## config.mk

```make
export PLATFORM = sky130hd
export DESIGN_NAME = micro_tlb
export DESIGN_NICKNAME = d
export VERILOG_FILES = /design/src/rtl/mtlb_pkg.sv /design/src/rtl/mtlb_entry_array.sv /design/src/rtl/mtlb_plru.sv /design/src/rtl/mtlb_refill_ctrl.sv /design/src/rtl/micro_tlb.sv
export SDC_FILE = /design/constraint.sdc
export NUM_CORES = 1
export LEC_CHECK = 0
export ABC_AREA = 1
export BUFFER_PORTS_ARGS = -buffer_cell sky130_fd_sc_hd__buf_4
export CAP_MARGIN = 10
export CORE_MARGIN = 2
export CORE_UTILIZATION = 63
export DETAILED_ROUTE_END_ITERATION = 6
export PLACE_DENSITY = 0.85
export SKIP_CTS_REPAIR_TIMING = 1
export SKIP_LAST_GASP = 1
export SLEW_MARGIN = 5
export SYNTH_ARGS = -nofsm -noshare
export SYNTH_HDL_FRONTEND = slang
export SYNTH_HIERARCHICAL = 1
export SYNTH_SLANG_ARGS = --single-unit
export TNS_END_PERCENT = 5
```

## constraint.sdc

```tcl
create_clock -name clk -period 13.2 [get_ports clk]
set_input_delay 2.64 -clock clk [delete_from_list [all_inputs] [get_ports clk]]
set_output_delay 2.64 -clock clk [all_outputs]
set_load 0.1 [all_outputs]
```

## src/rtl/mtlb_pkg.sv

```systemverilog
// Package: shared types and default widths for the micro translation buffer.
// Assumes 4KB pages and a 36-bit physical space (24-bit frame number).
package mtlb_pkg;
    localparam int MT_ENTRIES_DEF = 4;
    localparam int MT_VPN_W_DEF   = 20;
    localparam int MT_ASID_W_DEF  = 8;
    localparam int MT_PFN_W_DEF   = 24;
    localparam int MT_ATTR_W_DEF  = 3;

    typedef enum logic {
        MT_IDLE = 1'b0,
        MT_WAIT = 1'b1
    } mt_state_e;
endpackage

```

## src/rtl/mtlb_entry_array.sv

```systemverilog
// Module: entry storage and associative match.
// Holds N entries (valid, page, ASID, global, frame, attributes).
// Flush has priority over a write in the same cycle.
// Assumes at most one entry matches; if more do, the lowest index wins.
module mtlb_entry_array #(
    parameter int N      = 4,
    parameter int VPN_W  = 20,
    parameter int ASID_W = 8,
    parameter int PFN_W  = 24,
    parameter int ATTR_W = 3,
    localparam int IDX_W = (N > 1) ? $clog2(N) : 1
) (
    input  logic              clk,
    input  logic              rst_n,
    input  logic              flush,
    input  logic              wr_en,
    input  logic [IDX_W-1:0]  wr_idx,
    input  logic [VPN_W-1:0]  wr_vpn,
    input  logic [ASID_W-1:0] wr_asid,
    input  logic              wr_glob,
    input  logic [PFN_W-1:0]  wr_pfn,
    input  logic [ATTR_W-1:0] wr_attr,
    input  logic [VPN_W-1:0]  lk_vpn,
    input  logic [ASID_W-1:0] lk_asid,
    output logic              match,
    output logic [IDX_W-1:0]  match_idx,
    output logic [PFN_W-1:0]  match_pfn,
    output logic [ATTR_W-1:0] match_attr
);
    logic [N-1:0]      valid_q;
    logic [N-1:0]      glob_q;
    logic [VPN_W-1:0]  vpn_q  [N];
    logic [ASID_W-1:0] asid_q [N];
    logic [PFN_W-1:0]  pfn_q  [N];
    logic [ATTR_W-1:0] attr_q [N];
    logic [N-1:0]      hit_vec;

    // Valid bits: cleared by reset or flush, set by a refill write.
    always_ff @(posedge clk) begin
        if (!rst_n)     valid_q <= '0;
        else if (flush) valid_q <= '0;
        else if (wr_en) valid_q[wr_idx] <= 1'b1;
    end

    // Payload fields: loaded on refill, no reset needed.
    always_ff @(posedge clk) begin
        if (wr_en && !flush) begin
            vpn_q[wr_idx]  <= wr_vpn;
            asid_q[wr_idx] <= wr_asid;
            glob_q[wr_idx] <= wr_glob;
            pfn_q[wr_idx]  <= wr_pfn;
            attr_q[wr_idx] <= wr_attr;
        end
    end

    // Per-entry comparators.
    for (genvar g = 0; g < N; g++) begin : g_cmp
        assign hit_vec[g] = valid_q[g] && (vpn_q[g] == lk_vpn) &&
                            (glob_q[g] || (asid_q[g] == lk_asid));
    end

    // Select the matching entry, lowest index last so it wins.
    always_comb begin
        match      = 1'b0;
        match_idx  = '0;
        match_pfn  = '0;
        match_attr = '0;
        for (int i = N - 1; i >= 0; i--) begin
            if (hit_vec[i]) begin
                match      = 1'b1;
                match_idx  = IDX_W'(i);
                match_pfn  = pfn_q[i];
                match_attr = attr_q[i];
            end
        end
    end
endmodule

```

## src/rtl/mtlb_plru.sv

```systemverilog
// Module: pseudo-LRU replacement state.
// N=4: one bit points to the older pair, one bit per pair to the older entry.
// N=2: one bit points to the older entry. Only N of 2 or 4 is supported.
module mtlb_plru #(
    parameter int N      = 4,
    localparam int IDX_W = (N > 1) ? $clog2(N) : 1
) (
    input  logic             clk,
    input  logic             rst_n,
    input  logic             touch_en,
    input  logic [IDX_W-1:0] touch_idx,
    output logic [IDX_W-1:0] victim_idx
);
    if (N == 4) begin : g_tree
        logic       pair_lru_q;
        logic [1:0] ent_lru_q;

        // Mark the touched entry and its pair as most recent.
        always_ff @(posedge clk) begin
            if (!rst_n) begin
                pair_lru_q <= 1'b0;
                ent_lru_q  <= 2'b00;
            end else if (touch_en) begin
                pair_lru_q             <= ~touch_idx[1];
                ent_lru_q[touch_idx[1]] <= ~touch_idx[0];
            end
        end

        assign victim_idx = {pair_lru_q, ent_lru_q[pair_lru_q]};
    end else begin : g_pair
        logic lru_q;

        // Point at the entry that was not touched.
        always_ff @(posedge clk) begin
            if (!rst_n)        lru_q <= 1'b0;
            else if (touch_en) lru_q <= ~touch_idx[0];
        end

        assign victim_idx = lru_q;
    end
endmodule

```

## src/rtl/mtlb_refill_ctrl.sv

```systemverilog
// Module: miss handling sequencer.
// Captures a missed request, holds it towards the joint table until answered,
// and raises fill or fault on the answer. Flush cancels the wait.
module mtlb_refill_ctrl #(
    parameter int VPN_W  = 20,
    parameter int ASID_W = 8
) (
    input  logic              clk,
    input  logic              rst_n,
    input  logic              lk_valid,
    input  logic              lk_match,
    input  logic [VPN_W-1:0]  lk_vpn,
    input  logic [ASID_W-1:0] lk_asid,
    input  logic              flush,
    input  logic              rsp_valid,
    input  logic              rsp_miss,
    output logic              busy,
    output logic [VPN_W-1:0]  req_vpn,
    output logic [ASID_W-1:0] req_asid,
    output logic              fill_en,
    output logic              fault
);
    import mtlb_pkg::*;

    mt_state_e state_q;
    logic      start;

    assign busy    = (state_q == MT_WAIT);
    assign start   = !busy && lk_valid && !lk_match && !flush;
    assign fill_en = busy && rsp_valid && !rsp_miss && !flush;
    assign fault   = busy && rsp_valid && rsp_miss && !flush;

    // State: enter wait on a miss, leave on an answer or a flush.
    always_ff @(posedge clk) begin
        if (!rst_n)                          state_q <= MT_IDLE;
        else if (start)                      state_q <= MT_WAIT;
        else if (busy && (flush || rsp_valid)) state_q <= MT_IDLE;
    end

    // Capture the missed page and ASID when the wait begins.
    always_ff @(posedge clk) begin
        if (!rst_n) begin
            req_vpn  <= '0;
            req_asid <= '0;
        end else if (start) begin
            req_vpn  <= lk_vpn;
            req_asid <= lk_asid;
        end
    end
endmodule

```

## src/rtl/micro_tlb.sv

```systemverilog
// Module: top of the micro translation buffer.
// Same-cycle lookup; on a miss it stalls, refills from the joint table into a
// pseudo-LRU victim, and reports a fault if the joint table has no mapping.
// Assumes the requester holds its lookup while lk_stall is high.
module micro_tlb #(
    parameter int NUM_ENTRIES = mtlb_pkg::MT_ENTRIES_DEF,
    parameter int VPN_W       = mtlb_pkg::MT_VPN_W_DEF,
    parameter int ASID_W      = mtlb_pkg::MT_ASID_W_DEF,
    parameter int PFN_W       = mtlb_pkg::MT_PFN_W_DEF,
    parameter int ATTR_W      = mtlb_pkg::MT_ATTR_W_DEF
) (
    input  logic              clk,
    input  logic              rst_n,
    input  logic              lk_valid,
    input  logic [VPN_W-1:0]  lk_vpn,
    input  logic [ASID_W-1:0] lk_asid,
    output logic              lk_hit,
    output logic [PFN_W-1:0]  lk_pfn,
    output logic [ATTR_W-1:0] lk_attr,
    output logic              lk_stall,
    output logic              lk_fault,
    input  logic              flush,
    output logic              jt_req,
    output logic [VPN_W-1:0]  jt_vpn,
    output logic [ASID_W-1:0] jt_asid,
    input  logic              jt_rsp_valid,
    input  logic              jt_rsp_miss,
    input  logic              jt_rsp_global,
    input  logic [PFN_W-1:0]  jt_rsp_pfn,
    input  logic [ATTR_W-1:0] jt_rsp_attr
);
    localparam int IDX_W = (NUM_ENTRIES > 1) ? $clog2(NUM_ENTRIES) : 1;

    logic             match;
    logic [IDX_W-1:0] match_idx;
    logic [IDX_W-1:0] victim_idx;
    logic [IDX_W-1:0] touch_idx;
    logic             touch_en;
    logic             busy;
    logic             fill_en;

    mtlb_entry_array #(
        .N(NUM_ENTRIES), .VPN_W(VPN_W), .ASID_W(ASID_W),
        .PFN_W(PFN_W), .ATTR_W(ATTR_W)
    ) u_array (
        .clk(clk), .rst_n(rst_n), .flush(flush),
        .wr_en(fill_en), .wr_idx(victim_idx),
        .wr_vpn(jt_vpn), .wr_asid(jt_asid), .wr_glob(jt_rsp_global),
        .wr_pfn(jt_rsp_pfn), .wr_attr(jt_rsp_attr),
        .lk_vpn(lk_vpn), .lk_asid(lk_asid),
        .match(match), .match_idx(match_idx),
        .match_pfn(lk_pfn), .match_attr(lk_attr)
    );

    mtlb_refill_ctrl #(.VPN_W(VPN_W), .ASID_W(ASID_W)) u_ctrl (
        .clk(clk), .rst_n(rst_n),
        .lk_valid(lk_valid), .lk_match(match),
        .lk_vpn(lk_vpn), .lk_asid(lk_asid),
        .flush(flush), .rsp_valid(jt_rsp_valid), .rsp_miss(jt_rsp_miss),
        .busy(busy), .req_vpn(jt_vpn), .req_asid(jt_asid),
        .fill_en(fill_en), .fault(lk_fault)
    );

    mtlb_plru #(.N(NUM_ENTRIES)) u_plru (
        .clk(clk), .rst_n(rst_n),
        .touch_en(touch_en), .touch_idx(touch_idx),
        .victim_idx(victim_idx)
    );

    // Lookup outputs: hits only while idle; stall on a miss or a pending refill.
    assign lk_hit   = lk_valid && !busy && match;
    assign lk_stall = busy || (lk_valid && !match);
    assign jt_req   = busy;

    // Recency update: a refill marks its victim, a hit marks the matched entry.
    assign touch_en  = fill_en || (lk_hit && !flush);
    assign touch_idx = fill_en ? victim_idx : match_idx;
endmodule

```

==> out/metrics.yaml <==
start_kind: "input port"
drtIter0Drc: 756
grt-ovfl-total: 0
die_area_um2: 19100
ys_top_cells_by_area: "edfxtp_1, nand2_1, dfxtp_1"
p_sw_mw: 0.402
wl_mm: 26.2
cp_slowest_stage_delay_ns: 0.56
critPathMaxFanout: 30
switching_share_pct: 23.2
grt_pass1_vias: 7931
maxSlewHeadroom_pct: 41.7
dp_cells: 1431
rsz0062_at_grt: "no"
setup.worst_path.class: "input port to output port"
drive_gt1_share_pct: 16.0
wl_per_cell_um: 17.7
gp_congestion: 0.966
worst-path-buf-inv: 4
clk_pin_slew_worst_paths_ns: 0.06
cts_max_path_buffers: 3
nFillCells: 1185
crit_top_cell: "nand2_1"
post-route-period-util_pct: 59.9
grt_pass1_wl_mm: 41.0
cp_slowest_cell: "nand3_2"
track_usage_pct: 27.0
crit_path_start: "lk_vpn[14]"
synth.most_common_cell: "nand2_1"
numCtsBuffers: 26
layout.nets: 1292
yosysWarnings: 6
start_util_pct: 63.6
stdcell_count: 1479
dp_hpwl_mm: 16.7
setup_viol: 0
fmax_ghz: 0.126
slew_violations: 0
root_buffer: "clkbuf_16"
seqPwrFrac_pct: 52.5
critPathCaptureType: "output port"
fin_setup_tns_ns: 0
crit_required_ns: 10.56
placementRows: 49
skew_ns: 0.0179
power.share.combinational_pct: 7.6
io-pin-count: 121
vias: 8131
peakVddDrop_uv: 124
synth_edf_count: 224
drt_drc_violations_left: 0
p_int_mw: 1.33
synth_top_flop_cell: "edfxtp_1"
async_flop_share_pct: 0
syn_area_um2: 11300
die_h_um: 138
path_delay_family: "simple AND/OR/NAND/NOR gates"
final-hold-violation-count: 0
numClockSinks: 260
outcome: "finished clean"
cts_htree_levels: 1
ys_types: 33
syn_avg_cell_area_um2: 10.2
cts_tree: "done"
hold_class: "register to register"
maxCapViolCount: 0
clkPwrFrac_pct: 39.8
core_um2: 17800
worst_pin_slew_ns: 0.872
syn_inst: 1115
worstSkewPairLatency_ns: 0.52
die_w_um: 138
grt_max_degree: 58
area_growth_pct: 16.0
yosys.area.top_type: "edfxtp_1"
min_from: "u_array/valid_q[2]$_SDFFE_PP0P_"
syn-num-nets: 1177
r2r-start: "u_array/vpn_q[1][18]$_DFFE_PP_"
leakagePower_nw: 5.47
yosysSeqAreaShare_pct: 65.6
antennaDiodeCount: 0
min_period_ns: 7.91
drt_pass1_iterations: 5
path_cells: "buf_4 -> inv_1 -> nand2_1 -> o21ai_0 -> nor2_1 -> nand2_1 -> nor2_1 -> nand3_2 -> nor2_2 -> buf_4 -> nor2_1 -> nand2_1 -> nand2_1 -> nor2_2 -> buf_4"
ant_nets: 0
arrival_ns: 5.27
antenna_found_initial: 0
vias_per_cell: 5.50
synth-seq-cells: 260
io_buffer_count: 120
synth_top_area_share_pct: 59.3
power_density_nw_per_um2: 132
synth.top_cells.by_count: "nand2_1, edfxtp_1, nor2_1, inv_1, nand3_1"
[worst paths after layout]
check                                                        to  slack [ns]  depth (start not counted)
worst max register to register   u_ctrl/req_vpn[0]$_SDFFE_PN0P_        9.90                         13
worst max-delay path                                     lk_hit        5.29                         15
worst min register to register  u_array/valid_q[2]$_SDFFE_PP0P_        0.47                          2
worst min-delay path            u_array/valid_q[2]$_SDFFE_PP0P_        0.47                          2
[sequential cells by signal (all words and copies together) (netlist names)]
name                      count
u_array/pfn_q                96
u_array/vpn_q                80
u_ctrl/req_vpn               20
u_ctrl/req_asid               8
u_ctrl/busy                   1
u_plru/g_tree.ent_lru_q       2
u_array/glob_q                4
u_array/attr_q               12
u_plru/g_tree.pair_lru_q      1
u_array/valid_q               4
u_array/asid_q               32
[logic make-up after synthesis]
logic type / after synthesis / synth area share, %
AOI/OAI and AO/OA: 105 / 5.10
and+or+nand+nor: 555 / 20.0
DFF: 260 / 65.6
buffers and inverters: 158 / 6.40
xor gates and xnor gates: 37 / 2.86
[worst min-delay path, stage by stage, from the launching register on]
cell	delay (ns)
dfxtp_1	0.30
inv_1	0.06
a21oi_1	0.06
[metrics by stage]
| step | setup slack, ns | utilization [%] | hold slack [ns] | total power [mW] | area [µm²] |
|---|---|---|---|---|---|
| after global routing | 5.00 | 73.8 | 0.494 | 1.78 | 13200 |
| after detailed placement | 5.34 | 69.3 | 0.450 | 1.06 | 12400 |
| after CTS | 5.33 | 73.8 | 0.468 | 1.74 | 13200 |
| after global placement | 5.36 | 69.3 | 0.444 | 1.06 | 12400 |
| after floorplan | 5.33 | - | 0.427 | 1.01 | 11300 |
| final | 5.29 | 73.8 | 0.472 | 1.73 | 13200 |
[power by group through the flow]
stage	Combinational [mW]	Sequential (mW)	Clock [mW]
after global placement	0.128	0.927	0
after global routing	0.141	0.911	0.733
final	0.132	0.910	0.690
after floorplan	0.0456	0.968	0
after CTS	0.132	0.910	0.698
after detailed placement	0.131	0.928	0
[placed cells by master (no fill, tap or decap), types with 4 or more instances in the layout]
| cell | instances |
|---|---|
| nor2_4 | 8 |
| nand3_1 | 68 |
| a21oi_1 | 53 |
| clkbuf_16 | 26 |
| clkbuf_1 | 5 |
| nand2_1 | 310 |
| clkinv_2 | 8 |
| nor2_2 | 5 |
| inv_1 | 111 |
| a21oi_2 | 10 |
| o21ai_0 | 33 |
| inv_2 | 4 |
| xor2_1 | 16 |
| edfxtp_1 | 224 |
| buf_4 | 130 |
| dfxtp_1 | 36 |
| clkinv_1 | 4 |
| nor3_1 | 28 |
| xnor2_1 | 21 |
| nor2_1 | 126 |
[cell type report]
type,count,area (µm²),area share [%]
clock inverter,15,110,0.836
sequential,260,7450,56.6
timing repair buffer,130,976,7.41
multi-input combinational,697,3220,24.4
tap,229,287,2.18
inverter,115,432,3.28
clock buffer,33,697,5.29
[metal layers]
| layer | vias to the layer above | wire length, µm | track usage, % |
|---|---|---|---|
| li1 | 3904 | - | - |
| met5 | - | 0 | 0 |
| met2 | 326 | 13200 | 46.2 |
| met3 | 44 | 1650 | 3.36 |
| met1 | 3857 | 10700 | 36.8 |
| met4 | 0 | 622 | 8.32 |
(Power assumes the default switching activity.)
